<file path="src/rtl/qec_pkg.sv">
package qec_pkg;

    localparam int CODE_W = 8;
    localparam int MASK_W = 8;
    localparam int THR_W  = 8;
    localparam int CTRL_W = 32;

    typedef struct packed {
        logic [THR_W-1:0]  thresh;
        logic              rsvd;
        logic              invert;
        logic              enable;
        logic              int_en;
        logic              any_thr;
        logic              edge_md;
        logic              kern_en;
        logic              user_en;
        logic [MASK_W-1:0] sel_mask;
        logic [CODE_W-1:0] sel_code;
    } ctrl_t;

    function automatic logic priv_allowed(input ctrl_t c, input logic [1:0] lvl);
        return (lvl == 2'd0) ? c.kern_en : c.user_en;
    endfunction

endpackage

</file>
<file path="src/rtl/qec_match.sv">
module qec_match
    import qec_pkg::*;
#(
    parameter int NUM_LANES = 4,
    localparam int N_W = $clog2(NUM_LANES + 1)
) (
    input  ctrl_t                        ctrl,
    input  logic [NUM_LANES-1:0]         loc_vld,
    input  logic [NUM_LANES*CODE_W-1:0]  loc_code,
    input  logic [NUM_LANES*MASK_W-1:0]  loc_mask,
    input  logic [NUM_LANES-1:0]         sib_vld,
    input  logic [NUM_LANES*CODE_W-1:0]  sib_code,
    input  logic [NUM_LANES*MASK_W-1:0]  sib_mask,
    output logic [N_W-1:0]               n_sel
);

    logic [NUM_LANES-1:0] hit;

    for (genvar i = 0; i < NUM_LANES; i++) begin : g_lane
        logic loc_hit;
        logic sib_hit;
        assign loc_hit = loc_vld[i]
                       && (loc_code[i*CODE_W +: CODE_W] == ctrl.sel_code)
                       && ((loc_mask[i*MASK_W +: MASK_W] & ctrl.sel_mask) != '0);
        assign sib_hit = sib_vld[i]
                       && (sib_code[i*CODE_W +: CODE_W] == ctrl.sel_code)
                       && ((sib_mask[i*MASK_W +: MASK_W] & ctrl.sel_mask) != '0);
        assign hit[i] = loc_hit || (ctrl.any_thr && sib_hit);
    end

    always_comb begin
        n_sel = '0;
        for (int i = 0; i < NUM_LANES; i++) begin
            n_sel = n_sel + N_W'(hit[i]);
        end
    end

endmodule

</file>
<file path="src/rtl/qec_qualify.sv">
module qec_qualify
    import qec_pkg::*;
#(
    parameter int NUM_LANES = 4,
    localparam int N_W = $clog2(NUM_LANES + 1)
) (
    input  logic           clk,
    input  logic           rst,
    input  ctrl_t          ctrl,
    input  logic [1:0]     priv_lvl,
    input  logic [N_W-1:0] n_sel,
    output logic [N_W-1:0] inc
);

    logic             gate;
    logic             cond;
    logic             qcond;
    logic             prev_q;
    logic [THR_W-1:0] n_ext;
    logic [N_W-1:0]   level_inc;

    assign n_ext = THR_W'(n_sel);
    assign gate  = ctrl.enable && priv_allowed(ctrl, priv_lvl);

    always_comb begin
        if (ctrl.thresh == '0) begin
            cond = (n_sel != '0);
        end else if (ctrl.invert) begin
            cond = (n_ext < ctrl.thresh);
        end else begin
            cond = (n_ext >= ctrl.thresh);
        end
    end

    assign qcond     = gate && cond;
    assign level_inc = (ctrl.thresh == '0) ? n_sel : N_W'(cond);

    always_comb begin
        if (!gate) begin
            inc = '0;
        end else if (ctrl.edge_md) begin
            inc = N_W'(qcond && !prev_q);
        end else begin
            inc = level_inc;
        end
    end

    always_ff @(posedge clk) begin
        if (rst) begin
            prev_q <= 1'b0;
        end else begin
            prev_q <= qcond;
        end
    end

    a_r5_edge_single: assert property (@(posedge clk) disable iff (rst)
        (ctrl.edge_md && inc != '0) |-> (inc == N_W'(1) && !prev_q));

    a_r2_inc_bound: assert property (@(posedge clk) disable iff (rst)
        inc <= N_W'(NUM_LANES));

endmodule

</file>
<file path="src/rtl/qec_accum.sv">
module qec_accum #(
    parameter int CNT_W = 48,
    parameter int INC_W = 3
) (
    input  logic             clk,
    input  logic             rst,
    input  logic             wr_en,
    input  logic [CNT_W-1:0] wr_data,
    input  logic [INC_W-1:0] inc,
    output logic [CNT_W-1:0] count,
    output logic             ovf
);

    logic [CNT_W:0] sum;

    assign sum = {1'b0, count} + (CNT_W + 1)'(inc);

    always_ff @(posedge clk) begin
        if (rst) begin
            count <= '0;
            ovf   <= 1'b0;
        end else if (wr_en) begin
            count <= wr_data;
            ovf   <= 1'b0;
        end else if (inc != '0) begin
            count <= sum[CNT_W-1:0];
            if (sum[CNT_W]) begin
                ovf <= 1'b1;
            end
        end
    end

    a_r9_write_wins: assert property (@(posedge clk) disable iff (rst)
        wr_en |=> (count == $past(wr_data) && !ovf));

    a_r10_sticky: assert property (@(posedge clk) disable iff (rst)
        (ovf && !wr_en) |=> ovf);

    a_r10_wrap_sets: assert property (@(posedge clk) disable iff (rst)
        (!wr_en && inc != '0 && count > ({CNT_W{1'b1}} - CNT_W'(inc))) |=> ovf);

endmodule

</file>
<file path="src/rtl/qual_evt_counter.sv">
module qual_evt_counter
    import qec_pkg::*;
#(
    parameter int NUM_LANES = 4,
    parameter int CNT_W     = 48,
    localparam int N_W = $clog2(NUM_LANES + 1)
) (
    input  logic                        clk,
    input  logic                        rst,
    input  logic                        ctrl_we,
    input  logic [CTRL_W-1:0]           ctrl_wdata,
    input  logic                        cnt_we,
    input  logic [CNT_W-1:0]            cnt_wdata,
    input  logic [NUM_LANES-1:0]        loc_vld,
    input  logic [NUM_LANES*CODE_W-1:0] loc_code,
    input  logic [NUM_LANES*MASK_W-1:0] loc_mask,
    input  logic [NUM_LANES-1:0]        sib_vld,
    input  logic [NUM_LANES*CODE_W-1:0] sib_code,
    input  logic [NUM_LANES*MASK_W-1:0] sib_mask,
    input  logic [1:0]                  priv_lvl,
    output logic [CNT_W-1:0]            cnt_rdata,
    output logic [CTRL_W-1:0]           ctrl_rdata,
    output logic                        ovf_flag,
    output logic                        irq
);

    ctrl_t          ctrl_q;
    ctrl_t          ctrl_in;
    logic [N_W-1:0] n_sel;
    logic [N_W-1:0] inc;

    always_comb begin
        ctrl_in      = ctrl_t'(ctrl_wdata);
        ctrl_in.rsvd = 1'b0;
    end

    always_ff @(posedge clk) begin
        if (rst) begin
            ctrl_q <= '0;
        end else if (ctrl_we) begin
            ctrl_q <= ctrl_in;
        end
    end

    qec_match #(.NUM_LANES(NUM_LANES)) u_match (
        .ctrl     (ctrl_q),
        .loc_vld  (loc_vld),
        .loc_code (loc_code),
        .loc_mask (loc_mask),
        .sib_vld  (sib_vld),
        .sib_code (sib_code),
        .sib_mask (sib_mask),
        .n_sel    (n_sel)
    );

    qec_qualify #(.NUM_LANES(NUM_LANES)) u_qual (
        .clk      (clk),
        .rst      (rst),
        .ctrl     (ctrl_q),
        .priv_lvl (priv_lvl),
        .n_sel    (n_sel),
        .inc      (inc)
    );

    qec_accum #(.CNT_W(CNT_W), .INC_W(N_W)) u_acc (
        .clk     (clk),
        .rst     (rst),
        .wr_en   (cnt_we),
        .wr_data (cnt_wdata),
        .inc     (inc),
        .count   (cnt_rdata),
        .ovf     (ovf_flag)
    );

    assign ctrl_rdata = ctrl_q;
    assign irq        = ovf_flag && ctrl_q.int_en;

    a_r8_disabled_hold: assert property (@(posedge clk) disable iff (rst)
        (!cnt_we && !ctrl_q.enable) |=> $stable(cnt_rdata));

    a_r6_priv_block: assert property (@(posedge clk) disable iff (rst)
        (!cnt_we && !ctrl_q.kern_en && !ctrl_q.user_en) |=> $stable(cnt_rdata));

    a_r11_rsvd_zero: assert property (@(posedge clk) disable iff (rst)
        ctrl_we |=> (ctrl_rdata[23] == 1'b0));

endmodule

</file>
<file path="config.mk">
export PLATFORM = sky130hd
export DESIGN_NAME = qual_evt_counter
export DESIGN_NICKNAME = d
export VERILOG_FILES = /design/src/rtl/qec_pkg.sv /design/src/rtl/qec_match.sv /design/src/rtl/qec_qualify.sv /design/src/rtl/qec_accum.sv /design/src/rtl/qual_evt_counter.sv
export SDC_FILE = /design/constraint.sdc
export NUM_CORES = 1
export LEC_CHECK = 0
export BUFFER_PORTS_ARGS = -buffer_cell sky130_fd_sc_hd__buf_2
export CAP_MARGIN = 20
export CORE_MARGIN = 8
export CORE_UTILIZATION = 49
export CTS_CLUSTER_SIZE = 25
export DETAILED_ROUTE_END_ITERATION = 16
export HOLD_SLACK_MARGIN = 0.06
export PLACE_DENSITY = 0.91
export SLEW_MARGIN = 30
export SYNTH_ARGS = -nofsm -noshare
export SYNTH_HDL_FRONTEND = slang
export SYNTH_SLANG_ARGS = --single-unit
</file>
<file path="constraint.sdc">
create_clock -name clk -period 13.1 [get_ports clk]
set_clock_uncertainty 0.1 [all_clocks]
set_input_delay 1.31 -clock clk [delete_from_list [all_inputs] [get_ports clk]]
set_output_delay 1.31 -clock clk [all_outputs]
set_load 0.005 [all_outputs]
</file>
Yosys cells after proc, flatten, opt, wreduce, memory -nomap -nowiden
Index checks and enable logic that the tools add are counted.
- $add $sub $neg: 4
- $lt $le $gt $ge: 2
- equality and inequality tests: 8
- mux-type cells: 8
- bitwise logic cells: 8
- reductions and logical operators: 44
- operator list (operator ; number):
    $mux W48 ; 2
    $and A8 B8 Y8 ; 8
    $eq A8 B8 Y1 ; 8
    $reduce_bool A8 Y1 ; 8
    $add A48 B3 Y49 ; 1
    $logic_and A1 B1 Y1 ; 24
    $mux W3 ; 3
    $ge A3 B8 Y1 ; 1
    $logic_not A8 Y1 ; 1
    $lt A3 B8 Y1 ; 1
    $add A3 B1 Y3 ; 2
    $reduce_bool A3 Y1 ; 2
    $logic_or A1 B1 Y1 ; 4
    $mux W1 ; 3
    $add A1 B1 Y2 ; 1
    $logic_not A2 Y1 ; 1
    $reduce_and A2 Y1 ; 1
    $reduce_bool A2 Y1 ; 1
    $reduce_or A2 Y1 ; 1
    $logic_not A1 Y1 ; 1
- bits in registers: 81
- output and inout bits: 82
- word-level logic and storage cells: 87

Longest topological paths before layout
- depth after elaboration: 18
- gate-level depth with buffers: 28
- gate-level depth less buffers: 25

Modules after synthesis
Synthesis repeated with hierarchy kept, for this count alone.
- cells, all modules: 656
- area total of the unflattened synthesis: 5552.8 um2
- modules (own cells, without submodules) (module ; instances ; cells an instance ; area each (um2) ; sequential area each (um2)):
    qec_accum ; 1 ; 366 ; 2967.8 ; 980.9
    qec_match ; 1 ; 157 ; 1209.9 ; 0.0
    qual_evt_counter ; 1 ; 103 ; 1147.4 ; 620.6
    qec_qualify ; 1 ; 30 ; 227.7 ; 20.0

Worst setup path before layout
OpenSTA, ideal clock, no wires.
- path kind: input port to flip-flop
- start point: input sib_code[7]
- end point: register u_acc.count[19]
- data arrival time: 6.662 ns
- required time: 12.885 ns
- slack: 6.223 ns
- stages on the path: 25
- path through: xor2_1 -> nor4_1 -> nand4_1 -> a41o_1 -> o41ai_1 -> ha_1 -> inv_1 -> fa_1 -> inv_1 -> ha_1 -> ha_1 -> nand2b_1 -> a211oi_1 -> o21a_1 -> o211ai_4 -> buf_2 -> clkbuf_1 -> inv_1 -> ha_1 -> a21o_1 -> a21oi_1 -> clkbuf_1 -> a2111oi_0 -> xor2_1 -> o21a_1
- cells in the longest elaborated chain, start to end: 18
- ends and longest elaborated chain (what ; RTL line ; text):
    start, declared ; qual_evt_counter.sv:18 ; input logic [NUM_LANES*CODE_W-1:0] sib_code,
    $eq A8 B8 Y1 * ; qec_match.sv:26 ; && (sib_code[i*CODE_W +: CODE_W] == ctrl.sel_code)
    $logic_and A1 B1 Y1 * ; qec_match.sv:26 ;
    $logic_and A1 B1 Y1 * ; qec_match.sv:27 ; && ((sib_mask[i*MASK_W +: MASK_W] & ctrl.sel_mask) != '0);
    $logic_and A1 B1 Y1 * ; qec_match.sv:28 ; assign hit[i] = loc_hit || (ctrl.any_thr && sib_hit);
    $logic_or A1 B1 Y1 * ; qec_match.sv:28 ;
    $add A1 B1 Y2 * ; qec_match.sv:34 ; n_sel = n_sel + N_W'(hit[i]);
    $add A3 B1 Y3 * (2 in a row) ; qec_match.sv:34 ;
    $ge A3 B8 Y1 or $lt A3 B8 Y1 (tied branches) ; qec_qualify.sv:31, qec_qualify.sv:29 ;
    $mux W1 ; qec_qualify.sv:28 ; end else if (ctrl.invert) begin
    $mux W1 ; qec_qualify.sv:26 ; if (ctrl.thresh == '0) begin
    $logic_and A1 B1 Y1 ; qec_qualify.sv:35 ; assign qcond = gate && cond;
    $logic_and A1 B1 Y1 ; qec_qualify.sv:42 ; inc = N_W'(qcond && !prev_q);
    $mux W3 * ; qec_qualify.sv:41 ; end else if (ctrl.edge_md) begin
    $mux W3 * ; qec_qualify.sv:39 ; if (!gate) begin
    $add A48 B3 Y49 ; qec_accum.sv:16 ; assign sum = {1'b0, count} + (CNT_W + 1)'(inc);
    $mux W48 ; qec_accum.sv:25 ; end else if (inc != '0) begin
    $mux W48 ; qec_accum.sv:22 ; end else if (wr_en) begin
    end signal, assigned ; qec_accum.sv:23 ; count <= wr_data;
    end signal, assigned ; qec_accum.sv:26 ; count <= sum[CNT_W-1:0];
    end, declared ; qec_accum.sv:10 ; output logic [CNT_W-1:0] count,
Every way passes the cells marked *; elsewhere a longest branch is shown, timed or not. The select of a mux whose other input is x is not followed.
A chain may end at the register's enable or synchronous reset.

Final worst setup path
- start point: input loc_code[10]
- end point: register u_acc.count[40]
- cells in the longest elaborated chain, start to end: 17
- ends and longest elaborated chain (what ; RTL line ; text):
    start, declared ; qual_evt_counter.sv:15 ; input logic [NUM_LANES*CODE_W-1:0] loc_code,
    $eq A8 B8 Y1 * ; qec_match.sv:23 ; && (loc_code[i*CODE_W +: CODE_W] == ctrl.sel_code)
    $logic_and A1 B1 Y1 * ; qec_match.sv:23 ;
    $logic_and A1 B1 Y1 * ; qec_match.sv:24 ; && ((loc_mask[i*MASK_W +: MASK_W] & ctrl.sel_mask) != '0);
    $logic_or A1 B1 Y1 * ; qec_match.sv:28 ;
    $add A1 B1 Y2 * ; qec_match.sv:34 ;
    $add A3 B1 Y3 * (2 in a row) ; qec_match.sv:34 ;
    $ge A3 B8 Y1 or $lt A3 B8 Y1 (tied branches) ; qec_qualify.sv:31, qec_qualify.sv:29 ;
    $mux W1 ; qec_qualify.sv:28 ;
    $mux W1 ; qec_qualify.sv:26 ;
    $logic_and A1 B1 Y1 ; qec_qualify.sv:35 ;
    $logic_and A1 B1 Y1 ; qec_qualify.sv:42 ;
    $mux W3 * ; qec_qualify.sv:41 ;
    $mux W3 * ; qec_qualify.sv:39 ;
    $add A48 B3 Y49 ; qec_accum.sv:16 ;
    $mux W48 ; qec_accum.sv:25 ;
    $mux W48 ; qec_accum.sv:22 ;
Marked as above.

==> reports/metrics.cfg <==
[timing]
finalHoldViolations = 0
timing.final.crit_share = 0.513
finalSetupViolations = 0
layout_min_cycle_time_ps = 6720
fin_tns_setup_ps = 0
rsz0062_at_grt = false
worstMarginPinSlew_ps = 926
setup_ws_ps = 6380
slew_headroom = 0.382
holdWs_ps = 418
slew_violations = 0
max_freq_ghz = 0.149

[cts]
cts_max_level = 3
cts_setup_buffers = 0
numCtsBuffers = 9
root_buffer = clkbuf_16
insertion_delay_ps = 340
cts.clk_slew.worst_paths_ps = 70
cts_resized = 0
clock-sinks = 81
cts_hold_buf = 0
cts_tree = done
clockBufferDepth = 2

[run]
drv_cap = 0

[yosys]
synth_area_um2 = 5550
yosysWarnings = 0
ys_async_sr_fraction = 0
synthCells = 641
avgSynthCellArea_um2 = 8.65
synth-edff-count = 0
seq_area_frac_synth = 0.292
ys_types = 59
ys_ff_latch = 81
synthFlopType = dfxtp_1
syn-num-nets = 873

[pwr]
powerDensity_nw_per_um2 = 90.0
peakVddDrop_mv = 0.0600
p_sw_mw = 0.201
seqPwrFrac = 0.440
swShare = 0.303
p_clk_frac = 0.360
intPower_mw = 0.462
combPwrFrac = 0.200
p_leak_nw = 3.29

[global_route]
grt-ovfl-total = 0
grt_pass1_vias = 6314
track_usage = 0.290
grt_max_degree = 84
antenna_found_initial = 3
grt_pass1_wl_um = 34100

[floorplanning]
rows = 39
num_io_pins = 304
initial_utilization = 0.494
dieArea_um2 = 15000
fp.dieW_um = 122
die_h_um = 122
core-area_um2 = 11200

[worst_setup_path]
worstPathMaxFanout = 45
path_class = input port to flop
cp-end-kind = flop
worstPathArrival_ps = 6850
critPathLaunchType = input port
crit_start = loc_code[10]
reg2reg_from = ctrl_rdata[7]
cp.required_ps = 13230

[routing]
antenna_left = 0
via_count = 6317
drt_iter0_drc = 638
wl_met2_um = 10800
viasPerCell = 5.98
drt_wl_total_um = 22700
dr_wl_met3_um = 2790
first_pass_iters = 7
drc = 0
top_layer = met5
met1_length_um = 8300
wl_per_cell_um = 21.5

[finish]
mostFrequentLayoutCell = buf_2
drive_gt1_frac = 0.395
design_area_um2 = 7370
syn2layout_area_growth_pct = 32.8
fillCellCount = 919
final_cell_mix = 301 x buf_2, 83 x nor2_1, 81 x dfxtp_1
final_nets = 1139

[worst_hold_path]
hold_start = u_acc.count[0]
min_path_type = flop to flop

[place]
place.gp.congestion = 1.02
io_buffer_count = 301
dp_hpwl_um = 17700
preCtsSetupSlack_ps = 5980
placed_area_um2 = 7080

[outcome]
outcome = completed

[cell families (layout without fill, tap and decap cells)]
family / after synthesis / after routing / synth area share
xor gates and xnor gates: 105 / 105 / 0.166
buffers and inverters: 74 / 345 / 0.0519
AOI/OAI and AO/OA: 157 / 157 / 0.243
adders and majority gates: 10 / 10 / 0.0253
and+or+nand+nor: 180 / 180 / 0.161
DFF: 81 / 81 / 0.292
other: 1 / 3 / 0.000676
muxes: 33 / 33 / 0.0598
[worst max-delay path: stages]
cell      delay (ps)
buf_2            100
xnor2_1          170
nand4_1          110
nor4_1           540
nand4_1          200
o41ai_1          110
ha_1             170
inv_1             50
fa_1             380
inv_1             70
ha_1             270
ha_1             320
nand2b_1          60
a211oi_1         340
o21a_1           250
o211ai_4          80
buf_4            330
inv_1            120
ha_1             170
inv_1             60
fa_1             390
inv_1            140
a21oi_4          180
a2111o_1         490
o21a_1           190
o31a_1           220
[flip-flops by register name (all words and copies together), names as in the netlist]
register       count
u_qual.prev_q      1
u_acc.count       48
ctrl_rdata        31
u_acc.ovf          1
[Yosys cell counts, drive strengths merged, types with 3 or more instances]
cell,number,area share
or4,3,0.0054
mux2i,32,0.058
o22ai,3,0.0034
a22o,4,0.0063
a211oi,46,0.063
nand2,22,0.015
a311oi,5,0.0079
inv,23,0.016
a32oi,3,0.0047
a21o,3,0.0041
xor2,45,0.071
nor4,9,0.010
a21oi,15,0.014
buf,10,0.0086
xnor2,60,0.095
o21a,4,0.0054
and4,4,0.0068
nand3b,3,0.0047
a221oi,4,0.0063
a31oi,5,0.0056
nor2,83,0.056
dfxtp,81,0.29
a22oi,24,0.032
clkbuf,41,0.028
nand3,15,0.014
nor3,4,0.0045
and3,6,0.0068
nand4,23,0.029
a2111oi,24,0.062
ha,8,0.018
[through the flow]
stage / utilization / total power [mW] / std cells
finish: 0.657 / 0.663 / 1057
floorplan: - / 0.356 / 641
detailed placement: 0.631 / 0.427 / 1039
CTS: 0.656 / 0.665 / 1055
global placement: 0.631 / 0.422 / 1039
global route: 0.657 / 0.692 / 1057
[cell type report]
type / instances / area (um^2) / area share
multi-input combinational: 486 / 3650 / 0.496
sequential: 81 / 1620 / 0.220
timing repair buffer: 306 / 1540 / 0.210
clock buffer: 9 / 225 / 0.0306
tap: 143 / 179 / 0.0243
inverter: 23 / 86.3 / 0.0117
clock inverter: 7 / 53.8 / 0.00730
antenna: 2 / 5.00 / 0.000679
[power groups by stage]
stage          combinational [mW]  sequential (mW)  clock [mW]
3_5_place_dp                0.131            0.296           0
3_3_place_gp                0.127            0.295           0
5_1_grt                     0.144            0.294       0.254
2_1_floorplan              0.0722            0.283           0
4_1_cts                     0.132            0.290       0.243
6_report                    0.132            0.292       0.239
[routing by layer]
layer,vias to the layer above,GRT usage
met3,76,0.101
met1,2940,0.331
met4,2,0.121
li1,2896,-
met5,-,0
met2,403,0.484
[path summary, 6_finish.rpt]
path	to	slack, ps	cells after the start
max reg2reg	u_acc.count[40]	6680	24
max	u_acc.count[40]	6380	26
min reg2reg	u_acc.count[0]	420	2
min	u_acc.count[0]	420	2
(Power assumes the default switching activity.)
